===== config.mk =====
export PLATFORM = sky130hd
export DESIGN_NAME = hiccup_retry_ctrl
export DESIGN_NICKNAME = d
export VERILOG_FILES = /design/src/rtl/hiccup_pkg.sv /design/src/rtl/hiccup_sync2.sv /design/src/rtl/hiccup_rail_seq.sv /design/src/rtl/hiccup_gate_bank.sv /design/src/rtl/hiccup_retry_ctrl.sv
export SDC_FILE = /design/constraint.sdc
export NUM_CORES = 1
export LEC_CHECK = 0
export ABC_CLOCK_PERIOD_IN_PS = 1950
export BUFFER_PORTS_ARGS = -buffer_cell sky130_fd_sc_hd__buf_2
export CORE_MARGIN = 4
export CORE_UTILIZATION = 53
export CTS_CLUSTER_SIZE = 40
export DETAILED_ROUTE_END_ITERATION = 10
export PLACE_DENSITY = 0.82
export SLEW_MARGIN = 30
export SYNTH_ARGS = -nofsm -noshare
export SYNTH_HDL_FRONTEND = slang
export SYNTH_SLANG_ARGS = --single-unit

===== constraint.sdc =====
create_clock -name clk -period 1.95 [get_ports clk]
set_input_delay 0.39 -clock clk [delete_from_list [all_inputs] [get_ports clk]]
set_output_delay 0.39 -clock clk [all_outputs]
set_load 0.005 [all_outputs]

===== src/rtl/hiccup_pkg.sv =====
package hiccup_pkg;
  typedef enum logic [1:0] {
    RS_SOFT = 2'd0,
    RS_RUN  = 2'd1,
    RS_OFF  = 2'd2
  } rail_st_e;
endpackage


===== src/rtl/hiccup_sync2.sv =====
module hiccup_sync2 #(
  parameter int W = 1
) (
  input  logic         clk,
  input  logic         rst,
  input  logic [W-1:0] d,
  output logic [W-1:0] q
);
  logic [W-1:0] meta;

  always_ff @(posedge clk) begin
    if (rst) begin
      meta <= '0;
      q    <= '0;
    end else begin
      meta <= d;
      q    <= meta;
    end
  end
endmodule


===== src/rtl/hiccup_rail_seq.sv =====
module hiccup_rail_seq
  import hiccup_pkg::*;
#(
  parameter int OFF_CYCLES = 16,
  parameter int MAX_RETRY  = 7
) (
  input  logic     clk,
  input  logic     rst,
  input  logic     kill,
  input  logic     oc,
  input  logic     ss_done,
  output rail_st_e st,
  output logic     trip,
  output logic     exhaust
);
  localparam int CNT_W = $clog2(MAX_RETRY + 1);
  localparam int TW    = (OFF_CYCLES > 1) ? $clog2(OFF_CYCLES) : 1;
  localparam logic [CNT_W-1:0] CNT_MAX = CNT_W'(MAX_RETRY);
  localparam logic [TW-1:0]    TMR_END = TW'(OFF_CYCLES - 1);

  logic [CNT_W-1:0] cnt;
  logic [TW-1:0]    tmr;

  // A trip counts only where the rail is energized; faults in the off period are ignored.
  assign trip    = !kill && oc && (st == RS_SOFT || st == RS_RUN);
  assign exhaust = !kill && oc && (st == RS_SOFT) && (cnt == CNT_MAX);

  always_ff @(posedge clk) begin
    if (rst) begin
      st  <= RS_SOFT;
      cnt <= '0;
      tmr <= '0;
    end else if (!kill) begin
      unique case (st)
        RS_SOFT: begin
          if (oc) begin
            if (cnt != CNT_MAX) begin
              st  <= RS_OFF;
              cnt <= cnt + 1'b1;
              tmr <= '0;
            end
          end else if (ss_done) begin
            st  <= RS_RUN;
            cnt <= '0;
          end
        end
        RS_RUN: begin
          if (oc) begin
            st  <= RS_OFF;
            cnt <= cnt + 1'b1;
            tmr <= '0;
          end
        end
        RS_OFF: begin
          if (tmr == TMR_END) begin
            st  <= RS_SOFT;
            tmr <= '0;
          end else begin
            tmr <= tmr + 1'b1;
          end
        end
        default: st <= RS_OFF;
      endcase
    end
  end
endmodule


===== src/rtl/hiccup_gate_bank.sv =====
module hiccup_gate_bank #(
  parameter int N = 4
) (
  input  logic         clk,
  input  logic         rst,
  input  logic         allow,
  input  logic [N-1:0] pwm,
  input  logic [N-1:0] lim,
  output logic [N-1:0] ug,
  output logic [N-1:0] lg
);
  for (genvar i = 0; i < N; i++) begin : g_ph
    always_ff @(posedge clk) begin
      if (rst || !allow) begin
        ug[i] <= 1'b0;
        lg[i] <= 1'b0;
      end else begin
        ug[i] <= pwm[i] & ~lim[i];
        lg[i] <= ~pwm[i] | lim[i];
      end
    end
  end
endmodule


===== src/rtl/hiccup_retry_ctrl.sv =====
module hiccup_retry_ctrl
  import hiccup_pkg::*;
#(
  parameter int NUM_PH     = 4,
  parameter int OFF_CYCLES = 16,
  parameter int MAX_RETRY  = 7
) (
  input  logic              clk,
  input  logic              rst,
  input  logic              core_oc_in,
  input  logic              aux_oc_in,
  input  logic [NUM_PH-1:0] core_lim_in,
  input  logic              core_ss_done,
  input  logic              aux_ss_done,
  input  logic [NUM_PH-1:0] core_pwm,
  input  logic              aux_pwm,
  input  logic              psi_req_n,
  output logic [NUM_PH-1:0] core_ug,
  output logic [NUM_PH-1:0] core_lg,
  output logic              aux_ug,
  output logic              aux_lg,
  output logic              core_ss_req,
  output logic              aux_ss_req,
  output logic              core_hi_thr,
  output logic              aux_hi_thr,
  output logic              psi_n,
  output logic              latched_off
);
  logic [1:0] oc_s;
  rail_st_e   core_st, aux_st;
  logic       core_trip, aux_trip, core_exh, aux_exh;
  logic       latch_q, ps_block;
  logic       core_allow, aux_allow;

  hiccup_sync2 #(.W(2)) u_sync (
    .clk (clk),
    .rst (rst),
    .d   ({aux_oc_in, core_oc_in}),
    .q   (oc_s)
  );

  hiccup_rail_seq #(.OFF_CYCLES(OFF_CYCLES), .MAX_RETRY(MAX_RETRY)) u_core_seq (
    .clk     (clk),
    .rst     (rst),
    .kill    (latch_q),
    .oc      (oc_s[0]),
    .ss_done (core_ss_done),
    .st      (core_st),
    .trip    (core_trip),
    .exhaust (core_exh)
  );

  hiccup_rail_seq #(.OFF_CYCLES(OFF_CYCLES), .MAX_RETRY(MAX_RETRY)) u_aux_seq (
    .clk     (clk),
    .rst     (rst),
    .kill    (latch_q),
    .oc      (oc_s[1]),
    .ss_done (aux_ss_done),
    .st      (aux_st),
    .trip    (aux_trip),
    .exhaust (aux_exh)
  );

  always_ff @(posedge clk) begin
    if (rst) begin
      latch_q  <= 1'b0;
      ps_block <= 1'b0;
      psi_n    <= 1'b1;
    end else begin
      if (core_exh || aux_exh) latch_q <= 1'b1;
      if (psi_req_n)      ps_block <= 1'b0;
      else if (core_trip) ps_block <= 1'b1;
      psi_n <= psi_req_n | ps_block;
    end
  end

  assign core_allow  = (core_st != RS_OFF) && !latch_q;
  assign aux_allow   = (aux_st  != RS_OFF) && !latch_q;

  hiccup_gate_bank #(.N(NUM_PH)) u_core_gates (
    .clk   (clk),
    .rst   (rst),
    .allow (core_allow),
    .pwm   (core_pwm),
    .lim   (core_lim_in),
    .ug    (core_ug),
    .lg    (core_lg)
  );

  hiccup_gate_bank #(.N(1)) u_aux_gates (
    .clk   (clk),
    .rst   (rst),
    .allow (aux_allow),
    .pwm   (aux_pwm),
    .lim   (1'b0),
    .ug    (aux_ug),
    .lg    (aux_lg)
  );

  assign core_ss_req = (core_st == RS_SOFT) && !latch_q;
  assign aux_ss_req  = (aux_st  == RS_SOFT) && !latch_q;
  assign core_hi_thr = core_ss_req;
  assign aux_hi_thr  = aux_ss_req;
  assign latched_off = latch_q;

  logic unused_aux_trip;
  assign unused_aux_trip = aux_trip;
endmodule


==> reports/results.ini <==
[sta]
maxSlewViolCount=0
layout_min_cycle_time_ns=1.67
hold_ws_ns=0.217
fmax_ghz=0.597
hold_violations=0
setup_viol=0
worst_clock_skew_ns=0.0102
min_setup_slack_post_route_ns=0.276
finalCritPeriodShare_pct=85.9
transition_time_at_the_pin_with_the_least_slew_margin_ns=0.495
setup_total_negative_slack_ns=0
slew-limit-headroom_pct=67.0
rsz0062_at_grt=false

[floorplan]
placementRows=19
die_y_um=62.7
start_util_pct=56.5
fp.dieArea_um2=3930
io_pins=32
core_area_um2=2810
horizontal_extent_of_the_die_um=62.7

[power]
clk_network_pwr_share_pct=27.7
final_total_pwr_mw=1.35
combPwrFrac_pct=14.1
power.share.switching_pct=27.5
seqPwrFrac_pct=58.2
p_leak_nw=0.763
internal-power_uw=977
power.ir.vdd_worst_mv=0.637
cellPowerDensity_nw_per_um2=759
net-switching-power_uw=371

[placed_design]
place.gp.congestion=0.843
place.detailed.hpwl_um=2660
detailedPlace.worstSlack_ns=0.317
dpl-instance-area_um2=1720
io_buffer_count=31

[worst_setup_path]
critical_path_peak_fanout=13
rr_worst_depth=6
cp.arrival_ns=1.28
r2r_path_start=u_core_seq.cnt[0]
endpoint_of_the_worst_slack_reg_to_reg_timing_path=u_core_seq.cnt[2]
critical_path_origin=latched_off
kind_of_critical_path=flip-flop to output port
critPathCaptureType=output port
worstPathRequired_ns=1.56
r2r_setup_slack_ns=0.33
crit_path_start_kind=flip-flop
worst_setup_path_endpoint=latched_off

[global_routing]
grt_util_met3_pct=4.68
grt_pass1_wl_um=6010
first_global_vias=1359
globalRouteOverflowTotal=0
grt.met2_usage_pct=35.7
globalRouteTotalUtil_pct=18.9
initial_antenna_violation_count=0
met1_usage_pct=20.0
maximum_number_of_pins_on_one_net_before_global_route_repair=31
grt-busiest-layer=met2

[layout]
final_design_area_no_fill_um2=1780
syn_to_final_growth_pct=12.1
finish.net_count=229
n_antenna_cell=0
share_of_post_route_cells_with_drive_strength_above_1_pct=22.1

[synth]
synthCells=180
synth_seq_area_share_pct=44.2
synthAdderAreaFrac_pct=4.74
synth.cell_area_um2=1580
syn_area_per_cell_um2=8.80
synth.top_cell.area_share_pct=44.2
ys_warn_count=0
share_of_the_synthesized_netlist_area_taken_by_xor_and_xnor_gates_pct=0
postSynthNetCount=202
synth_compound_gate_area_share_pct=16.9
synth.largest_area_cell=sky130_fd_sc_hd__dfxtp_1
synth_simple_gate_area_share_pct=24.2
synth-seq-cells=35
synth.mux.area_fraction_pct=3.32
synthTopCellsByArea=sky130_fd_sc_hd__dfxtp_1, sky130_fd_sc_hd__a21oi_1, sky130_fd_sc_hd__ha_1
netlist-cell-type-count=35
main_combinational_cell_family_by_area_after_synthesis=simple AND/OR/NAND/NOR gates

[route]
dr_total_vias=1327
post_drt_wl_per_cell_um=14.3
post-route-drc-count=0
routed_wirelength_um=3410
detail_route.first_pass.iterations=4
drtIter0Drc=63
vias_per_cell=5.55
final_antenna_net_count=0

[flow_run]
max_cap_violations=0

[status]
run_status=finished, final reports clean

[cts]
postCtsSetupBuffers=0
clk_root_buffer_cell=sky130_fd_sc_hd__clkbuf_4
cts.htree.levels=2
cts_resized=0
cts.clk_slew.worst_paths_ns=0.11
worst_skew_pair.late_latency_ns=0.33
cts_num_sinks=35
numCtsBuffers=5
cts_hold_repair.buffers=0
clock_path_buffers=2
clock_tree_from_tritoncts=built

[hold_path]
hold_path_class=input pin to flip-flop

[layer usage]
| metal | share of wire (%) | up-vias |
|---|---|---|
| met2 | 53 | 33 |
| met5 | 0 | - |
| li1 | - | 681 |
| met3 | 4.2 | 7 |
| met1 | 41 | 606 |
| met4 | 1.6 | 0 |
[worst min path at each step]
stage | endpoint | from | cells after the start | slack (ns)
2_1_floorplan | u_sync.q[0] | u_sync.meta[0] | 1 | 0.41
3_3_place_gp | u_sync.q[0] | u_sync.meta[0] | 1 | 0.42
3_5_place_dp | psi_n | ps_block | 1 | 0.43
4_1_cts | u_core_gates.ug[3] | core_lim_in[3] | 2 | 0.20
5_1_grt | u_core_gates.ug[3] | core_lim_in[3] | 2 | 0.19
6_report | u_core_gates.ug[3] | core_lim_in[3] | 2 | 0.22
[critical path: stages, from the launching register on]
cell and delay [ns]:
sky130_fd_sc_hd__dfxtp_1 0.60, sky130_fd_sc_hd__buf_4 0.24, sky130_fd_sc_hd__buf_2 0.12
[final cells by class]
class | instances | area (um2)
clock buffers | 5 | 37.5
clock inverters | 3 | 15.0
fillers | 257 | 1030
inverters | 9 | 33.8
multi-input cells | 123 | 779
flip-flops and latches | 35 | 701
well taps | 31 | 38.8
repair buffers | 33 | 170
[synth_stat cells]
cell and number:
sky130_fd_sc_hd__clkbuf_2 2, sky130_fd_sc_hd__nor2_1 16, sky130_fd_sc_hd__nand3b_1 7, sky130_fd_sc_hd__buf_6 1
sky130_fd_sc_hd__a22oi_1 3, sky130_fd_sc_hd__mux2_2 2, sky130_fd_sc_hd__and3_1 1, sky130_fd_sc_hd__a211o_1 1
sky130_fd_sc_hd__mux2i_1 3, sky130_fd_sc_hd__nand2_1 7, sky130_fd_sc_hd__nand2b_1 8, sky130_fd_sc_hd__nor4_1 1
sky130_fd_sc_hd__dfxtp_1 35, sky130_fd_sc_hd__buf_4 2, sky130_fd_sc_hd__and2b_1 2, sky130_fd_sc_hd__nor3_2 1
sky130_fd_sc_hd__buf_2 3, sky130_fd_sc_hd__ha_1 6, sky130_fd_sc_hd__o31ai_1 4, sky130_fd_sc_hd__a211oi_2 1
sky130_fd_sc_hd__a21oi_1 20, sky130_fd_sc_hd__a311oi_1 1, sky130_fd_sc_hd__nand3_1 5, sky130_fd_sc_hd__o21bai_1 1
sky130_fd_sc_hd__inv_1 9, sky130_fd_sc_hd__clkbuf_1 5, sky130_fd_sc_hd__nor3b_1 5, sky130_fd_sc_hd__nor2b_1 7
sky130_fd_sc_hd__and2_1 1, sky130_fd_sc_hd__nor3_1 5, sky130_fd_sc_hd__or3_1 1, sky130_fd_sc_hd__a41o_1 1
sky130_fd_sc_hd__o21ai_0 9, sky130_fd_sc_hd__o211ai_1 3, sky130_fd_sc_hd__nand2b_4 1
[flip-flops by register name, indices dropped and copies added, names as in the netlist, 2 cells and up]
signal / count
u_core_seq.cnt: 3
u_aux_seq.cnt: 3
u_sync.meta: 2
u_aux_seq.st: 2
u_sync.q: 2
u_core_seq.st: 2
u_core_gates.ug: 4
u_core_gates.lg: 4
u_core_seq.tmr: 4
u_aux_seq.tmr: 4
[power groups by stage]
stage | Clock, mW | Combinational, mW | Sequential (mW)
after floorplan | 0 | 0.158 | 0.781
after global placement | 0 | 0.179 | 0.797
after detailed placement | 0 | 0.191 | 0.802
after CTS | 0.381 | 0.192 | 0.785
after global routing | 0.421 | 0.212 | 0.793
final | 0.373 | 0.190 | 0.785
[logic make-up (layout without fill, tap and decap cells)]
kind of cell               Yosys count  in the layout
DFF                                 35             35
and+or+nand+nor                     68             68
adders and majority gates            6              6
muxes                                5              5
AOI/OAI and AO/OA                   44             44
buffers and inverters               22             50
[through the flow]
step,std cells,utilization [%]
finish,239,63.3
global route,239,63.3
CTS,239,63.3
detailed placement,231,61.4
global placement,231,61.4
floorplan,180,-
[cells in the final DEF (no fill, tap or decap), types with 3 or more instances in the layout]
| cell | Yosys | layout |
|---|---|---|
| sky130_fd_sc_hd__a21oi_1 | 20 | 20 |
| sky130_fd_sc_hd__a22oi_1 | 3 | 3 |
| sky130_fd_sc_hd__buf_2 | 3 | 31 |
| sky130_fd_sc_hd__clkbuf_4 | 0 | 5 |
| sky130_fd_sc_hd__clkinv_2 | 0 | 3 |
| sky130_fd_sc_hd__dfxtp_1 | 35 | 35 |
| sky130_fd_sc_hd__ha_1 | 6 | 6 |
| sky130_fd_sc_hd__inv_1 | 9 | 9 |
| sky130_fd_sc_hd__mux2i_1 | 3 | 3 |
| sky130_fd_sc_hd__nand2_1 | 7 | 7 |
| sky130_fd_sc_hd__nand2b_1 | 8 | 8 |
| sky130_fd_sc_hd__nand3_1 | 5 | 5 |
| sky130_fd_sc_hd__nand3b_1 | 7 | 7 |
| sky130_fd_sc_hd__nor2_1 | 16 | 16 |
| sky130_fd_sc_hd__nor2b_1 | 7 | 7 |
| sky130_fd_sc_hd__nor3_1 | 5 | 5 |
| sky130_fd_sc_hd__nor3b_1 | 5 | 5 |
| sky130_fd_sc_hd__o211ai_1 | 3 | 3 |
| sky130_fd_sc_hd__o21ai_0 | 9 | 9 |
| sky130_fd_sc_hd__o31ai_1 | 4 | 4 |
No activity file was read; power rests on OpenSTA's default activity.
